===== src/rtl/slotgen_pkg.sv =====
`timescale 1ns/1ps
package slotgen_pkg;

    // Which placement rule applies to the current cell.
    typedef enum logic [1:0] {
        RG_ACTIVE = 2'd0,
        RG_HBLANK = 2'd1,
        RG_OPEN   = 2'd2
    } region_e;

    // Candidates needed so that (grp-1) out of grp leave `slots` grants.
    function automatic int cand_total(input int slots, input int grp);
        if (grp > 1) return (slots * grp) / (grp - 1);
        return slots;
    endfunction

endpackage


===== src/rtl/slot_cadence.sv =====
`timescale 1ns/1ps
// Evenly spaced slot placer: first candidate at START, then every PITCH
// enabled cells, COUNT candidates in total; optionally the last of each
// GROUP candidates is kept back.
module slot_cadence #(
    parameter int HW            = 7,
    parameter int START         = 3,
    parameter int PITCH         = 2,
    parameter int COUNT         = 24,
    parameter int GROUP         = 4,
    parameter bit WITHHOLD_LAST = 1'b1
) (
    input  logic          clk,
    input  logic          rst_n,
    input  logic          cell_en,
    input  logic [HW-1:0] hcnt,
    input  logic          window,
    output logic          hit
);
    localparam int CW = $clog2(COUNT + 1);
    localparam int PW = $clog2(PITCH + 1);
    localparam int GW = (GROUP > 1) ? $clog2(GROUP) : 1;

    typedef struct packed {
        logic [CW-1:0] cnt;
        logic [PW-1:0] ph;
        logic [GW-1:0] grp;
    } cad_t;

    cad_t s_d, s_q;
    logic line_start;

    function automatic logic held_back(input logic [GW-1:0] g);
        return WITHHOLD_LAST && (int'(g) == GROUP - 1);
    endfunction

    function automatic logic [GW-1:0] grp_next(input logic [GW-1:0] g);
        if (int'(g) == GROUP - 1) return '0;
        return g + 1'b1;
    endfunction

    assign line_start = cell_en && (hcnt == '0);

    always_comb begin
        s_d = s_q;
        hit = 1'b0;
        if (line_start) s_d.cnt = '0;
        if (cell_en && window) begin
            if (hcnt == HW'(START)) begin
                hit     = !held_back('0);
                s_d.cnt = CW'(1);
                s_d.ph  = PW'(PITCH);
                s_d.grp = grp_next('0);
            end else if (!line_start && s_q.cnt != '0 && s_q.cnt < CW'(COUNT)) begin
                if (s_q.ph == PW'(1)) begin
                    hit     = !held_back(s_q.grp);
                    s_d.cnt = s_q.cnt + 1'b1;
                    s_d.ph  = PW'(PITCH);
                    s_d.grp = grp_next(s_q.grp);
                end else begin
                    s_d.ph = s_q.ph - 1'b1;
                end
            end
        end
    end

    always_ff @(posedge clk or negedge rst_n) begin
        if (!rst_n) s_q <= '0;
        else        s_q <= s_d;
    end

    // candidate index never runs past the configured count
    assert_cand_bound_R3: assert property (@(posedge clk) disable iff (!rst_n)
        s_q.cnt <= CW'(COUNT));

    // the countdown to the next candidate stays within one pitch
    assert_phase_bound_R3: assert property (@(posedge clk) disable iff (!rst_n)
        s_q.ph <= PW'(PITCH));

endmodule


===== src/rtl/slot_tally.sv =====
`timescale 1ns/1ps
// Per-line count of grants issued outside horizontal blanking.
module slot_tally #(
    parameter int HW = 7,
    parameter int TW = 6
) (
    input  logic          clk,
    input  logic          rst_n,
    input  logic          cell_en,
    input  logic [HW-1:0] hcnt,
    input  logic          hblank,
    input  logic          grant_d,
    output logic [TW-1:0] count
);
    typedef struct packed {
        logic [TW-1:0] cnt;
    } tally_t;

    tally_t t_d, t_q;

    always_comb begin
        t_d = t_q;
        if (cell_en && hcnt == '0) begin
            t_d.cnt = grant_d ? TW'(1) : '0;
        end else if (grant_d && !hblank && t_q.cnt != '1) begin
            t_d.cnt = t_q.cnt + 1'b1;
        end
    end

    always_ff @(posedge clk or negedge rst_n) begin
        if (!rst_n) t_q <= '0;
        else        t_q <= t_d;
    end

    assign count = t_q.cnt;

    // a line start leaves at most one grant in the tally
    assert_tally_restart_R9: assert property (@(posedge clk) disable iff (!rst_n)
        (cell_en && hcnt == '0) |=> (count <= TW'(1)));

    // away from a line start the tally holds or steps by one
    assert_tally_step_R9: assert property (@(posedge clk) disable iff (!rst_n)
        !(cell_en && hcnt == '0) |=> (count == $past(count) || count == $past(count) + 1'b1));

    // the tally never moves during horizontal blanking
    assert_tally_hold_R9: assert property (@(posedge clk) disable iff (!rst_n)
        (hblank && !(cell_en && hcnt == '0)) |=> $stable(count));

endmodule


===== src/rtl/slot_grant_gen.sv =====
`timescale 1ns/1ps
module slot_grant_gen
    import slotgen_pkg::*;
#(
    parameter int LINE_CELLS   = 68,
    parameter int ACTIVE_CELLS = 52,
    parameter int SLOT_OFFSET  = 3,
    parameter int SLOT_PITCH   = 2,
    parameter int CPU_SLOTS    = 18,
    parameter int GROUP_SIZE   = 4,
    parameter int HB_OFFSET    = 4,
    parameter int HB_PITCH     = 3,
    parameter int HB_GRANTS    = 4,
    localparam int HW          = $clog2(LINE_CELLS),
    localparam int TW          = $clog2(ACTIVE_CELLS + 1)
) (
    input  logic          clk,
    input  logic          rst_n,
    input  logic          cell_en,
    input  logic [HW-1:0] hcnt,
    input  logic          hblank,
    input  logic          vblank,
    input  logic          display_on,
    output logic          grant,
    output logic [TW-1:0] line_grants
);
    localparam int CAND_COUNT = cand_total(CPU_SLOTS, GROUP_SIZE);
    localparam int BURST_LEN  = 2;

    typedef struct packed {
        logic grant;
    } top_t;

    top_t    r_d, r_q;
    region_e region;
    logic    cad_hit, hb_hit, burst_hit;

    // Visible-line cadence, last of every group kept back.
    slot_cadence #(
        .HW(HW), .START(SLOT_OFFSET), .PITCH(SLOT_PITCH),
        .COUNT(CAND_COUNT), .GROUP(GROUP_SIZE), .WITHHOLD_LAST(1'b1)
    ) i_cad_active (
        .clk(clk), .rst_n(rst_n), .cell_en(cell_en), .hcnt(hcnt),
        .window(!hblank), .hit(cad_hit)
    );

    // Evenly spaced grants inside horizontal blanking, none held back.
    slot_cadence #(
        .HW(HW), .START(ACTIVE_CELLS + HB_OFFSET), .PITCH(HB_PITCH),
        .COUNT(HB_GRANTS), .GROUP(1), .WITHHOLD_LAST(1'b0)
    ) i_cad_hblank (
        .clk(clk), .rst_n(rst_n), .cell_en(cell_en), .hcnt(hcnt),
        .window(hblank), .hit(hb_hit)
    );

    // Full-rate burst on the first cells after the last visible pixel.
    always_comb begin
        burst_hit = 1'b0;
        for (int b = 0; b < BURST_LEN; b++) begin
            if (hcnt == HW'(ACTIVE_CELLS + b)) burst_hit = 1'b1;
        end
    end

    always_comb begin
        if (!display_on || vblank) region = RG_OPEN;
        else if (hblank)           region = RG_HBLANK;
        else                       region = RG_ACTIVE;

        r_d = r_q;
        unique case (region)
            RG_OPEN:   r_d.grant = cell_en;
            RG_HBLANK: r_d.grant = cell_en && (burst_hit || hb_hit);
            RG_ACTIVE: r_d.grant = cell_en && cad_hit;
            default:   r_d.grant = 1'b0;
        endcase
    end

    always_ff @(posedge clk or negedge rst_n) begin
        if (!rst_n) r_q <= '0;
        else        r_q <= r_d;
    end

    assign grant = r_q.grant;

    slot_tally #(.HW(HW), .TW(TW)) i_tally (
        .clk(clk), .rst_n(rst_n), .cell_en(cell_en), .hcnt(hcnt),
        .hblank(hblank), .grant_d(r_d.grant), .count(line_grants)
    );

    // a grant only ever follows a cell enable
    assert_grant_needs_en_R2: assert property (@(posedge clk) disable iff (!rst_n)
        grant |-> $past(cell_en));

    // an open line grants every cell
    assert_open_every_cell_R8: assert property (@(posedge clk) disable iff (!rst_n)
        (cell_en && (!display_on || vblank)) |=> grant);

    // nothing granted before the slot offset on a normal line
    assert_no_early_slot_R5: assert property (@(posedge clk) disable iff (!rst_n)
        (cell_en && display_on && !vblank && !hblank && hcnt < HW'(SLOT_OFFSET)) |=> !grant);

    // the first blanking cell always carries a burst grant
    assert_burst_first_R6: assert property (@(posedge clk) disable iff (!rst_n)
        (cell_en && display_on && !vblank && hblank && hcnt == HW'(ACTIVE_CELLS)) |=> grant);

    // the second blanking cell carries the other burst grant
    assert_burst_second_R6: assert property (@(posedge clk) disable iff (!rst_n)
        (cell_en && display_on && !vblank && hblank && hcnt == HW'(ACTIVE_CELLS + 1)) |=> grant);

endmodule


===== config.mk =====
export PLATFORM = sky130hd
export DESIGN_NAME = slot_grant_gen
export DESIGN_NICKNAME = d
export VERILOG_FILES = /design/src/rtl/slotgen_pkg.sv /design/src/rtl/slot_cadence.sv /design/src/rtl/slot_tally.sv /design/src/rtl/slot_grant_gen.sv
export SDC_FILE = /design/constraint.sdc
export NUM_CORES = 1
export LEC_CHECK = 0
export ABC_CLOCK_PERIOD_IN_PS = 2570
export CAP_MARGIN = 20
export CORE_UTILIZATION = 62
export DETAILED_ROUTE_END_ITERATION = 10
export DONT_BUFFER_PORTS = 1
export GPL_ROUTABILITY_DRIVEN = 1
export PLACE_DENSITY = 0.84
export SLEW_MARGIN = 40
export SYNTH_ARGS = -nofsm -noshare
export SYNTH_HDL_FRONTEND = slang
export SYNTH_SLANG_ARGS = --single-unit

===== constraint.sdc =====
create_clock -name clk -period 2.57 [get_ports clk]
set_clock_uncertainty 0.1 [all_clocks]
set_input_delay 0.6425 -clock clk [delete_from_list [all_inputs] [get_ports clk]]
set_output_delay 0.6425 -clock clk [all_outputs]
set_load 0.005 [all_outputs]

# --- Word-level counts from Yosys, hierarchy flattened ---
# Index checks and enable logic that the tools add are counted.
word_totals:
  reg_bits: 22
  latch_bits: 0
  ramBits: 0
  romBits: 0
  input_bits: 13
  output_inout_bits: 7
  word_cells: 101
  mem_count: 0
op_classes:
  addsub: 7
  multipliers: 0
  div: 0
  n_lt_le_gt_ge: 2
  eq_ne: 10
  n_shift: 0
  mux: 44
  bitwise: 0
  n_reduce_logical: 30
op_table:
  columns: ["cell", "n"]
  rows:
  - ["$mux 6", 5]
  - ["$mux 9", 3]
  - ["$mux 1", 25]
  - ["$eq 7x6->1 const B", 3]
  - ["$mux 2", 6]
  - ["$logic_and 1x1->1", 11]
  - ["$mux 5", 2]
  - ["$reduce_bool 2->1", 5]
  - ["$eq 2x1->1 const B", 4]
  - ["$eq 7x2->1 const B", 1]
  - ["$logic_not 7->1", 1]
  - ["$add 6x1->6 const B", 1]
  - ["$mux 3", 2]
  - ["$ne 6x6->1 const B", 1]
  - ["$reduce_and 3->1", 2]
  - ["$add 5x1->5 const B", 1]
  - ["$lt 5x5->1 const B", 1]
  - ["$reduce_bool 5->1", 1]
  - ["$logic_not 1->1", 4]
  - ["$reduce_and 2->1", 2]
  - ["$sub 2x1->2 const B", 2]
  - ["$add 3x1->3 const B", 1]
  - ["$lt 3x3->1 const B", 1]
  - ["$pmux 1 s3", 1]
  - ["6 further kinds", 7]

# --- Depth between registers and ports, before layout ---
# Gate-level depths: netlist of the first run.
logic_depth:
  depth_word: 15
  depth_mapped: 7
  mapped_depth_nobuf: 7

# --- Hierarchy ---
# A second synthesis of the first run with hierarchy kept.
hier_totals:
  cells_unflattened: 140
  area_unflattened_um2: 1360.1
by_module_without_submodules:
  columns: ["module", "instances", "cells_each", "area_per_inst_um2", "seq_area_each_um2"]
  rows:
  - ["slot_cadence at i_cad_active", 1, 58, 564.3, 225.2]
  - ["slot_tally", 1, 38, 369.1, 150.1]
  - ["slot_cadence at i_cad_hblank", 1, 36, 359.1, 125.1]
  - ["slot_grant_gen", 1, 8, 67.6, 25.0]

# --- Worst setup path before layout of the first run ---
# No wires, ideal clock.
synth_timing:
  path_type: "in2reg"
  start: "input port hcnt[3]"
  end: "register i_tally.t_q, in the netlist i_tally.count[4]"
  setup_time_ns: 0.077
  arrival_ns: 2.208
  setup_slack_ns: 0.185
  path_stages: 5
  path_buffers: 0
  path_cell_list: "or4_4 > nor3_4 > a221oi_4 > or4_1 > a21oi_1"
synth_between:
  elab_chain_len: 14
synth_rtl:
  columns: ["element", "line", "rtl"]
  rows:
  - ["start: declaration", "slot_grant_gen.sv:20", "input logic [HW-1:0] hcnt,"]
  - ["$logic_not 7->1", "slot_cadence.sv:42, slot_tally.sv:23", null]
  - ["$logic_and 1x1->1", "slot_cadence.sv:42, slot_tally.sv:23", null]
  - ["$logic_not 1->1", "slot_cadence.sv:54", "end else if (!line_start && s_q.cnt != '0 && s_q.cnt < CW'(COUNT)) begin"]
  - ["$logic_and 1x1->1 (2 in series)", "slot_cadence.sv:54", null]
  - ["$mux 1", "slot_cadence.sv:54", null]
  - ["$mux 1", "slot_cadence.sv:49", "if (hcnt == HW'(START)) begin"]
  - ["$mux 1", "slot_cadence.sv:48", "if (cell_en && window) begin"]
  - ["$logic_or 1x1->1", "slot_grant_gen.sv:72", "RG_HBLANK: r_d.grant = cell_en && (burst_hit || hb_hit);"]
  - ["$logic_and 1x1->1", "slot_grant_gen.sv:72", null]
  - ["$pmux 1 s3", "slot_grant_gen.sv:70", "unique case (region)"]
  - ["$logic_and 1x1->1 (2 in series)", "slot_tally.sv:25", "end else if (grant_d && !hblank && t_q.cnt != '1) begin"]
  - ["$reduce_bool 2->1 (no source line)", null, null]
  - ["end signal: assignment", "slot_tally.sv:32", "else t_q <= t_d;"]
  - ["end: declaration", "slot_tally.sv:19", "tally_t t_d, t_q;"]
# Parallel ways exist; a longest one is shown, timed or not.
# A chain may end at the register's enable or synchronous reset.

# --- Worst setup path in the final report of the first run ---
layout_timing:
  start: "register i_cad_hblank.s_q[3] (netlist bit)"
  end: "register i_tally.t_q, in the netlist i_tally.count[2]"
layout_between:
  elab_chain_len: 12
layout_rtl:
  columns: ["element", "line", "rtl"]
  rows:
  - ["start: declaration", "slot_cadence.sv:30", "cad_t s_d, s_q;"]
  - ["branches (longest 2 deep; another with $lt 3x3->1)", null, null]
  - ["$logic_and 1x1->1 *", "slot_cadence.sv:54", null]
  - ["$mux 1 *", "slot_cadence.sv:54", null]
  - ["$mux 1 *", "slot_cadence.sv:49", null]
  - ["$mux 1 *", "slot_cadence.sv:48", null]
  - ["$logic_or 1x1->1 *", "slot_grant_gen.sv:72", null]
  - ["$logic_and 1x1->1 *", "slot_grant_gen.sv:72", null]
  - ["$pmux 1 s3 *", "slot_grant_gen.sv:70", null]
  - ["$logic_and 1x1->1 * (2 in series)", "slot_tally.sv:25", null]
  - ["$reduce_bool 2->1 (no source line) *", null, null]
# Every way passes the cells marked *.

==> results of run 1 <==
[synth_stat cells, types with 3 or more instances]
cell,n,share of area (%)
nand2_1,14,4.0
or4_1,3,1.7
ha_1,6,5.7
nor2_1,10,2.8
mux2i_1,5,3.8
o31ai_1,3,1.7
dfrtp_1,21,40
inv_1,6,1.7
nand3_1,5,1.9
nand4_1,3,1.4
o21ai_0,4,1.5
nor3_1,6,2.3
a21oi_1,3,1.1
[where the power goes]
group | leakage [nW] | total [W] | internal (W) | switching [W]
Combinational | 0.365 | 0.000306 | 0.000152 | 0.000154
Clock | 0.0177 | 0.000167 | 0.0000582 | 0.000109
Sequential | 0.269 | 0.000536 | 0.000432 | 0.000104
Total | 0.652 | 0.00101 | 0.000643 | 0.000367
[worst max-delay path, delay by kind of cell (launching register included)]
kind / cells / cell delay [ns]
and+or+nand+nor: 2 / 1.06
AOI/OAI and AO/OA: 3 / 0.52
DFF: 1 / 0.38
adders and majority gates: 1 / 0.21
buffers and inverters: 1 / 0.08
[sequential cells by signal, summed over array words and instances, names as in the netlist]
| name | flops |
|---|---|
| i_tally.count | 6 |
| i_cad_active.s_q | 9 |
| grant | 1 |
| i_cad_hblank.s_q | 5 |
[through the flow]
step / power (W) / hold WS, ns / cells / instance area, µm²
2_1_floorplan: 0.000758 / 0.247 / 135 / 1320
3_3_place_gp: 0.000808 / 0.247 / 166 / 1390
3_5_place_dp: 0.000836 / 0.247 / 166 / 1390
4_1_cts: 0.00101 / 0.367 / 171 / 1430
5_1_grt: 0.00108 / 0.198 / 172 / 1440
6_report: 0.00101 / 0.162 / 172 / 1440
[per-layer routing]
layer / wire length, µm / global-route usage, %
met5: 0 / 0
met4: 57 / 11.7
met3: 66 / 4.07
met2: 1470 / 44.5
met1: 1220 / 33.9
[worst paths after layout]
path                                startpoint                  end  slack, ns  cells past startpoint
setup / recovery           i_cad_hblank.s_q[3]     i_tally.count[2]       0.15                      7
hold / removal                           rst_n  i_cad_hblank.s_q[1]       0.16                      1
setup reg to reg           i_cad_hblank.s_q[3]     i_tally.count[2]       0.15                      7
hold reg to reg            i_cad_active.s_q[3]  i_cad_active.s_q[3]       0.41                      1
max in group asynchronous                rst_n  i_cad_hblank.s_q[4]       1.89                      1
min in group clk                       cell_en                grant       0.36                      1
[logic make-up after synthesis]
kind of cell / after synthesis / synth area share, %
fa+ha+maj: 6 / 5.67
compound gates: 31 / 19.5
mux: 5 / 3.78
simple gates: 64 / 28.7
buf+inv: 7 / 1.98
xor+xnor: 1 / 0.662
flops: 21 / 39.7
[cells in the final DEF (no fill, tap or decap), types with 4 or more instances in the layout]
cell type,n
o21ai_0,4
dfrtp_1,21
nor2_1,10
ha_1,6
nor3_1,6
nand2_1,14
buf_4,5
mux2i_1,5
inv_1,6
nand3_1,5
[timing repair]
action	4_1_cts	5_1_grt
buffers inserted	0	0
endpoints found under the hold margin	21	0
hold buffers	1	0
endpoints found under the setup margin	0	1
[cell type report]
class | instances | area [µm²]
well taps | 27 | 33.8
fillers | 146 | 543
inverters | 6 | 22.5
clock buffers | 3 | 22.5
multi-input cells | 108 | 787
repair buffers | 6 | 42.5
flip-flops and latches | 21 | 526
clock inverters | 1 | 5.00
==> key figures, run 1 <==
Status
  – Status: finished clean

STA
  – Max-slew violation total from the final report: 0
  – Max frequency: 414 MHz
  – Slew margin rel.: 61.2%
  – PnR worst setup slack: 0.153 ns
  – RSZ-0062 raised after global routing: no
  – Final hold vios: 0
  – Worst-margin pin slew: 0.581 ns
  – Setup TNS: 0 ns
  – Fin crit period: about 2.4 ns
  – Setup violations, final: 0
  – Final Cycle Share: 94.0%

Finish
  – Area Growth Syn to Fin: 8.70%
  – Util after Layout: 72.6%
  – Share of cells above drive strength 1: 14.5%
  – N_diodes: 0
  – Number of nets in the layout: around 170

CTS
  – Clock Latency Late Sink: just over 0.3 ns
  – CTS clk-pin slew, worst paths: 0.12 ns
  – CTS buffer count: 3
  – CTS resizes: 0
  – CTS max path bufs: 2
  – Clk root buf: clkbuf_4
  – Clock Sinks: 21
  – H-tree depth: 1
  – CTS tree: built

Setup path
  – Slowest cell on crit path: or4b_1
  – CP startpoint kind: flip-flop
  – CP Cell Sequence: inv_1, ha_1, or4b_1, a211oi_2, a211oi_2, or4_1, a21oi_1
  – Most frequent CP cell: a211oi_2
  – WS Path Type: reg2reg
  – Crit Path Max Fanout: 9
  – Slowest stage delay, CP: approximately 0.53 ns
  – Worst path arrival time: 2.56 ns
  – Worst Path Required: 2.71 ns
  – Crit. End Element: flip-flop

Routing
  – Detail Route Antenna Nets: 0
  – Vias per inst: 6.59
  – WL final: 2.82 mm
  – Pre-antenna DRT Iters: 4
  – Drt first-iter violations: 21
  – Drt drc: 0
  – Via count: about 1100
  – WL per Instance: 16.4 µm

Synth
  – Post-Syn Instances: 135
  – Mapped Nets: 154
  – YS warnings: 0
  – Mapped Area: approximately 0.0013 mm²
  – EDFF count, synth: 0
  – Post-synthesis sequential area ratio: 39.7%
  – Top_reg_cell synth: dfrtp_1
  – Synth unique cells: 46
  – Syn Area/Cell: 9.81 µm²
  – Async set-or-reset flop fraction in the synthesized netlist: 100%
  – Seq cells post-synth: 21

Flow run
  – Max Cap Viol: 0

Min path
  – Min-Delay Path Class: in2async

Global routing
  – Number of global-route vias before repair: 975
  – Overall Global Routing Usage: 26.6%
  – Initial antenna violation count: 0
  – Grt total ovfl: 0
  – Largest net degree at the start of global routing: 22
  – First-pass GRT wire length: 4.24 mm

Die
  – Num rows: 16
  – Die W: 48.2 µm
  – Die span in y: 48.2 µm
  – Die Area: between 0.002 and 0.0025 mm²
  – Ports: 20
  – Core Box Area: 0.00198 mm²
  – Initial core utilization: between 60% and 70%

Power
  – Maximum vdd drop: 629 µV
  – Leak pwr: 0.652 nW
  – PD cells: 701 mW/mm²

Place
  – PortBufs: 0
  – Gpl congestion: 0.803
  – HPWL Detailed: between 2 and 2.5 mm
  – Worst slack, placed: approximately 0.071 ns
No activity file was read; power rests on OpenSTA's default activity.
==> inputs of run 2 (changes only) <==
Settings changed: ABC_CLOCK_PERIOD_IN_PS 2570 to 2500.
Clock period 2.57 ns to 2.5 ns, I/O delays scaled along.
==> run 2 against run 1 <==
Via count rose by 1.8%. Combinational power up 16%. Critical path depth did not move. Die area unchanged. Sequential cell count unchanged. Register-to-register slack got worse by 0.09 ns. Routed wire length is 8.0% higher. Maximum frequency shrank 0.97%. Non-clock buffer count up 4.
==> key figures, run 2 (synthesis results as in run 1) <==
Status
  – Status: finished clean (unchanged)

Power
  – Reg power frac: 51.0% (was 53.1%)
  – Switching portion of total power: 36.5% (was 36.3%)
  – P_int: 0.000688 W (was 0.000643 W)
  – Combinational power share: 32.8% (was 30.3%)
  – PD cells: 728 mW/mm² (was 701 mW/mm²)
  – Clock share of power: 16.2% (was 16.5%)
  – Leak pwr: 0.674 nW (was 0.652 nW)
  – Maximum vdd drop: 646 µV (was 629 µV)
  – Switching power: 0.000395 W (was 0.000367 W)

Die
  – Die Area: 0.00232 mm² (unchanged)
  – Initial core utilization: 66.8% (unchanged)
  – Num rows: 16 (unchanged)
  – Ports: 20 (unchanged)
  – Core Box Area: 0.00198 mm² (unchanged)
  – Die span in y: 48.2 µm (unchanged)
  – Die W: 48.2 µm (unchanged)

Finish
  – N_diodes: 0 (unchanged)
  – Post-route cell area: 0.00149 mm² (was 0.00144 mm²)
  – Area Growth Syn to Fin: 12.4% (was 8.70%)
  – Most frequent cells in the layout: 21 x dfrtp_1, 14 x nand2_1, 10 x nor2_1 (unchanged)
  – Most common cell after layout, fill and taps aside: dfrtp_1 (unchanged)
  – Util after Layout: 75.1% (was 72.6%)
  – Largest regs: i_cad_active.s_q x9, i_tally.count x6, i_cad_hblank.s_q x5 (unchanged)
  – Share of cells above drive strength 1: 17.4% (was 14.5%)
  – Filler cells: 123 (was 146)
  – Top reg by flops: i_cad_active.s_q (unchanged)
  – Number of nets in the layout: 169 (was 165)
  – Largest register FFs: 9 (unchanged)

Place
  – Cell area after placement: 0.00139 mm² (unchanged)
  – HPWL Detailed: 2.15 mm (was 2.06 mm)
  – PortBufs: 0 (unchanged)
  – Gpl congestion: 0.799 (was 0.803)

Global routing
  – Largest net degree at the start of global routing: 22 (unchanged)
  – Number of global-route vias before repair: 1032 (was 975)
  – Overall Global Routing Usage: 26.3% (was 26.6%)
  – Grt total ovfl: 0 (unchanged)
  – Initial antenna violation count: 0 (unchanged)
  – First-pass GRT wire length: 4.26 mm (was 4.24 mm)

CTS
  – CTS max path bufs: 2 (unchanged)
  – Clock Latency Late Sink: 0.32 ns (was 0.31 ns)
  – Clk root buf: clkbuf_4 (unchanged)
  – CTS clk-pin slew, worst paths: 0.13 ns (was 0.12 ns)
  – CTS tree: built (unchanged)
  – CTS buffer count: 3 (unchanged)
  – H-tree depth: 1 (unchanged)
  – Clock Sinks: 21 (unchanged)

Setup path
  – CP Cell Sequence: inv_1, ha_1, or4b_4, a211oi_4, a211oi_4, or4_1, a21oi_1 (was inv_1, ha_1, or4b_1, a211oi_2, a211oi_2, or4_1, a21oi_1)
  – WS Path Type: reg2reg (unchanged)
  – CP startpoint kind: flip-flop (unchanged)
  – Slowest cell on crit path: or4b_4 (was or4b_1)
  – Worst Path Required: 2.66 ns (was 2.71 ns)
  – Worst path arrival time: 2.60 ns (was 2.56 ns)
  – Most frequent CP cell: a211oi_4 (was a211oi_2)
  – Crit path max-delay family: simple AND/OR/NAND/NOR gates (unchanged)
  – Crit. End Element: flip-flop (unchanged)
  – Crit path buf inv count: 1 (unchanged)
  – Slowest stage delay, CP: 0.55 ns (was 0.53 ns)
  – Crit Path Max Fanout: 8 (was 9)

Routing
  – Drt drc: 0 (unchanged)
  – WL final: 3.04 mm (was 2.82 mm)
  – Via count: 1154 (was 1134)
  – WL per Instance: 17.3 µm (was 16.4 µm)
  – Pre-antenna DRT Iters: 5 (was 4)
  – Detail Route Antenna Nets: 0 (unchanged)
  – Drt first-iter violations: 33 (was 21)
  – Vias per inst: 6.56 (was 6.59)

STA
  – Max frequency: 410 MHz (was 414 MHz)
  – Final Cycle Share: 97.6% (was 94.0%)
  – Fin crit period: 2.44 ns (was 2.42 ns)
  – RSZ-0062 raised after global routing: no (unchanged)
  – Setup TNS: 0 ns (unchanged)
  – Final hold vios: 0 (unchanged)
  – Worst-margin pin slew: 0.669 ns (was 0.581 ns)
  – Max-slew violation total from the final report: 0 (unchanged)
  – Setup violations, final: 0 (unchanged)
  – Slew margin rel.: 54.8% (was 61.2%)

Min path
  – Min-Delay Path Class: in2async (unchanged)

Flow run
  – Max Cap Viol: 0 (unchanged)
## run 2: cell types whose count changed in the layout (fill, tap and decap cells not counted)
cell,previous run,this run
a211oi_2,2,0
a211oi_4,0,2
buf_4,5,9
or4b_1,2,1
or4b_4,0,1
## run 2: cell type report
| class | instances | area (µm²) | share of cell area, % |
|---|---|---|---|
| multi-input cells | 108 | 806 | 54.2 |
| flip-flops and latches | 21 | 526 | 35.3 |
| repair buffers | 10 | 72.6 | 4.88 |
| well taps | 27 | 33.8 | 2.27 |
| clock buffers | 3 | 22.5 | 1.51 |
| inverters | 6 | 22.5 | 1.51 |
| clock inverters | 1 | 5.00 | 0.336 |
## run 2: repair_timing
| item | 4_1_cts | 5_1_grt |
|---|---|---|
| hold buffers | 1 | 0 |
| resized for setup | 0 | 3 |
| setup endpoints to repair | 0 | 7 |
| buffers inserted | 0 | 4 |
| endpoints found under the hold margin | 21 | 0 |
## run 2: final timing paths
path	start	to	slack, ns	cells after the start
setup / recovery	i_cad_hblank.s_q[3]	i_tally.count[2]	0.06	7
min in group clk	cell_en	grant	0.34	1
max in group asynchronous	rst_n	i_tally.count[5]	1.84	1
setup reg to reg	i_cad_hblank.s_q[3]	i_tally.count[2]	0.06	7
hold / removal	rst_n	i_cad_active.s_q[6]	0.14	1
hold reg to reg	i_cad_active.s_q[3]	i_cad_active.s_q[3]	0.43	1
## run 2: through the flow
stage          hold WS (ns)  setup slack, ns  instances  total power, W
6_report              0.140           0.0594        176         0.00108
5_1_grt               0.183          0.00929        176         0.00114
4_1_cts               0.344           0.0370        171         0.00104
3_5_place_dp          0.230           0.0237        166        0.000857
3_3_place_gp          0.230           0.0850        166        0.000830
2_1_floorplan         0.229            0.122        135        0.000779
## run 2: per-layer routing
layer	share of wire [%]	global-route usage, %	vias up
met1	40	30.1	568
met2	54	48.8	31
met3	4.3	3.70	5
li1	-	-	550
met4	1.3	10.0	0
met5	0	0	-
## run 2: power groups by stage
stage	sequential, W	clock (W)	combinational, W
floorplan	0.000528	0	0.000251
global placement	0.000547	0	0.000283
detailed placement	0.000559	0	0.000298
CTS	0.000550	0.000176	0.000310
global route	0.000564	0.000183	0.000396
finish	0.000552	0.000176	0.000355
==> inputs of run 3 (changes only) <==
Settings changed: CORE_UTILIZATION 62 to 55, PLACE_DENSITY 0.84 to 0.76.
==> run 3 against run 2 <==
Global-route usage is 1.8 points lower. Core utilization fell by 7.4 points. Cell count rose by 0.57%. Die area up 12%. Worst hold slack lost 0.0024 ns. Sequential cell count unchanged.
==> key figures, run 3 (synthesis results as in run 1) <==
Status
  – Status: finished clean (unchanged)

Setup path
  – CP startpoint kind: flip-flop (unchanged)
  – WP depth: 7 (unchanged)
  – Crit. End Element: flip-flop (unchanged)
  – CP startpoint: i_cad_hblank.s_q[3] (unchanged)
  – Worst path arrival time: 2.58 ns (was 2.60 ns)
  – Crit path max-delay family: simple AND/OR/NAND/NOR gates (unchanged)
  – Crit Path Max Fanout: 9 (was 8)
  – Reg-to-reg critical path endpoint: i_tally.count[4] (was i_tally.count[2])
  – CP Cell Sequence: inv_1, ha_1, or4b_4, a211oi_4, a211oi_4, or4_4, a21oi_2 (was inv_1, ha_1, or4b_4, a211oi_4, a211oi_4, or4_1, a21oi_1)
  – Worst Path Required: 2.65 ns (was 2.66 ns)
  – Slowest cell on crit path: or4b_4 (unchanged)
  – Worst R2R Path Depth: 7 (unchanged)
  – CP Capture Point: i_tally.count[4] (was i_tally.count[2])
  – Slowest stage delay, CP: 0.55 ns (about the same)
  – Crit path buf inv count: 1 (unchanged)
  – R2R Setup Slk: 0.06 ns (about the same)
  – Most frequent CP cell: a211oi_4 (unchanged)
  – WS Path Type: reg2reg (unchanged)
  – Worst R2R Start: i_cad_hblank.s_q[3] (unchanged)

STA
  – Setup violations, final: 0 (unchanged)
  – Final Cycle Share: 97.4% (was 97.6%)
  – Max-slew violation total from the final report: 0 (unchanged)
  – Final hold vios: 0 (unchanged)
  – Max frequency: 410 MHz (about the same)
  – Fin crit period: 2.44 ns (about the same)
  – Min Hold Slack: 0.138 ns (was 0.140 ns)
  – Worst-margin pin slew: 0.741 ns (was 0.669 ns)
  – PnR worst setup slack: 0.0639 ns (was 0.0594 ns)
  – Slew margin rel.: 50.2% (was 54.8%)

Finish
  – Post-route cell area: 0.00151 mm² (was 0.00149 mm²)
  – Number of nets in the layout: 169 (unchanged)
  – Largest register FFs: 9 (unchanged)
  – Share of cells above drive strength 1: 20.8% (was 17.4%)
  – Most common cell after layout, fill and taps aside: dfrtp_1 (unchanged)
  – Filler cells: 187 (was 123)
  – Largest regs: i_cad_active.s_q x9, i_tally.count x6, i_cad_hblank.s_q x5 (unchanged)
  – Fin cells: 177 (was 176)
  – Most frequent cells in the layout: 21 x dfrtp_1, 14 x nand2_1, 10 x nor2_1 (unchanged)
  – Area Growth Syn to Fin: 14.2% (was 12.4%)
  – N_diodes: 0 (unchanged)
  – Top reg by flops: i_cad_active.s_q (unchanged)

Power
  – Clock share of power: 15.9% (was 16.2%)
  – Switching power: 0.000395 W (about the same)
  – Reg power frac: 50.8% (was 51.0%)
  – Leak pwr: 0.675 nW (was 0.674 nW)
  – Switching portion of total power: 36.4% (was 36.5%)
  – Combinational power share: 33.2% (was 32.8%)
  – PD cells: 718 mW/mm² (was 728 mW/mm²)
  – Total power: 0.00108 W (about the same)
  – Maximum vdd drop: 502 µV (was 646 µV)
  – P_int: 0.000689 W (was 0.000688 W)

Global routing
  – Number of global-route vias before repair: 1076 (was 1032)
  – Grt total ovfl: 0 (unchanged)
  – First-pass GRT wire length: 4.66 mm (was 4.26 mm)
  – Initial antenna violation count: 0 (unchanged)
  – Overall Global Routing Usage: 24.5% (was 26.3%)
  – Largest net degree at the start of global routing: 22 (unchanged)

Routing
  – Pre-antenna DRT Iters: 4 (was 5)
  – Drt drc: 0 (unchanged)
  – Vias per inst: 6.50 (was 6.56)
  – Via count: 1151 (was 1154)
  – WL final: 3.08 mm (was 3.04 mm)
  – Detail Route Antenna Nets: 0 (unchanged)
  – Drt first-iter violations: 18 (was 33)
  – WL per Instance: 17.4 µm (was 17.3 µm)

CTS
  – H-tree depth: 1 (unchanged)
  – CTS clk-pin slew, worst paths: 0.13 ns (about the same)
  – Clk root buf: clkbuf_4 (unchanged)
  – CTS max path bufs: 2 (unchanged)
  – CTS tree: built (unchanged)
  – Clock Latency Late Sink: 0.32 ns (about the same)
  – Clock Sinks: 21 (unchanged)
  – CTS buffer count: 3 (unchanged)

Die
  – Die Area: 0.00261 mm² (was 0.00232 mm²)
  – Die span in y: 51.1 µm (was 48.2 µm)
  – Die W: 51.1 µm (was 48.2 µm)
  – Num rows: 17 (was 16)
  – Ports: 20 (unchanged)
  – Core Box Area: 0.00223 mm² (was 0.00198 mm²)
  – Initial core utilization: 59.3% (was 66.8%)

Place
  – Placed cell count: 168 (was 166)
  – Worst slack, placed: 0.0688 ns (was 0.0237 ns)
  – HPWL Detailed: 2.11 mm (was 2.15 mm)
  – Gpl congestion: 0.855 (was 0.799)
  – PortBufs: 0 (unchanged)
  – Cell area after placement: 0.00140 mm² (was 0.00139 mm²)

Flow run
  – Max Cap Viol: 0 (unchanged)

Min path
  – Min-Delay Path Class: in2async (unchanged)
run 3: cell counts in the layout (fill, tap and decap cells not counted):
No cell type changed its count.
run 3: layout make-up:
class	instances	area (µm²)	share of cell area, %
Timing Repair Buffer	10	72.6	4.80
Clock inverter	1	5.00	0.331
Tap cell	28	35.0	2.32
Sequential cell	21	526	34.8
Inverter	6	22.5	1.49
Clock buffer	3	22.5	1.49
Multi-Input combinational cell	108	828	54.8
run 3: stage by stage:
step	util [%]	TNS [ns]
final	67.7	0
after global routing	67.7	-0.0212
after global placement	62.7	0
after floorplan	-	0
after detailed placement	62.7	0
after CTS	64.4	0
run 3: worst min-delay path by stage:
stage	startpoint	end	slack, ns	depth (start not counted)
detailed placement	rst_n	i_cad_active.s_q[5]	0.23	0
floorplan	rst_n	grant	0.23	0
global placement	rst_n	i_cad_active.s_q[5]	0.23	0
finish	rst_n	i_cad_active.s_q[7]	0.14	1
global route	rst_n	i_cad_active.s_q[7]	0.18	1
CTS	cell_en	grant	0.34	1
run 3: power by group through the flow:
stage	clock, W	sequential, W	combinational [W]
after floorplan	0	0.000528	0.000251
after global placement	0	0.000549	0.000284
after detailed placement	0	0.000557	0.000305
after CTS	0.000172	0.000549	0.000315
after global routing	0.000184	0.000562	0.000408
final	0.000173	0.000551	0.000361
run 3: metal layers:
layer / track usage, % / vias up / wire length [µm]
met5: 0 / - / 0
met4: 9.72 / 0 / 56
met3: 4.46 / 7 / 104
met2: 45.8 / 28 / 1640
met1: 26.9 / 561 / 1280
li1: - / 555 / -
run 3: repair_timing:
item,CTS,global route
hold buffers,1,0
hold endpoints to repair,21,0
resized for setup,0,8
buffers inserted,0,3
setup endpoints to repair,0,7
run 3: worst register-to-register path, stage by stage, from the launching register on:
cell      delay, ns
dfrtp_1        0.36
inv_1          0.07
ha_1           0.22
or4b_4         0.55
a211oi_4       0.28
a211oi_4       0.10
or4_4          0.54
a21oi_2        0.15
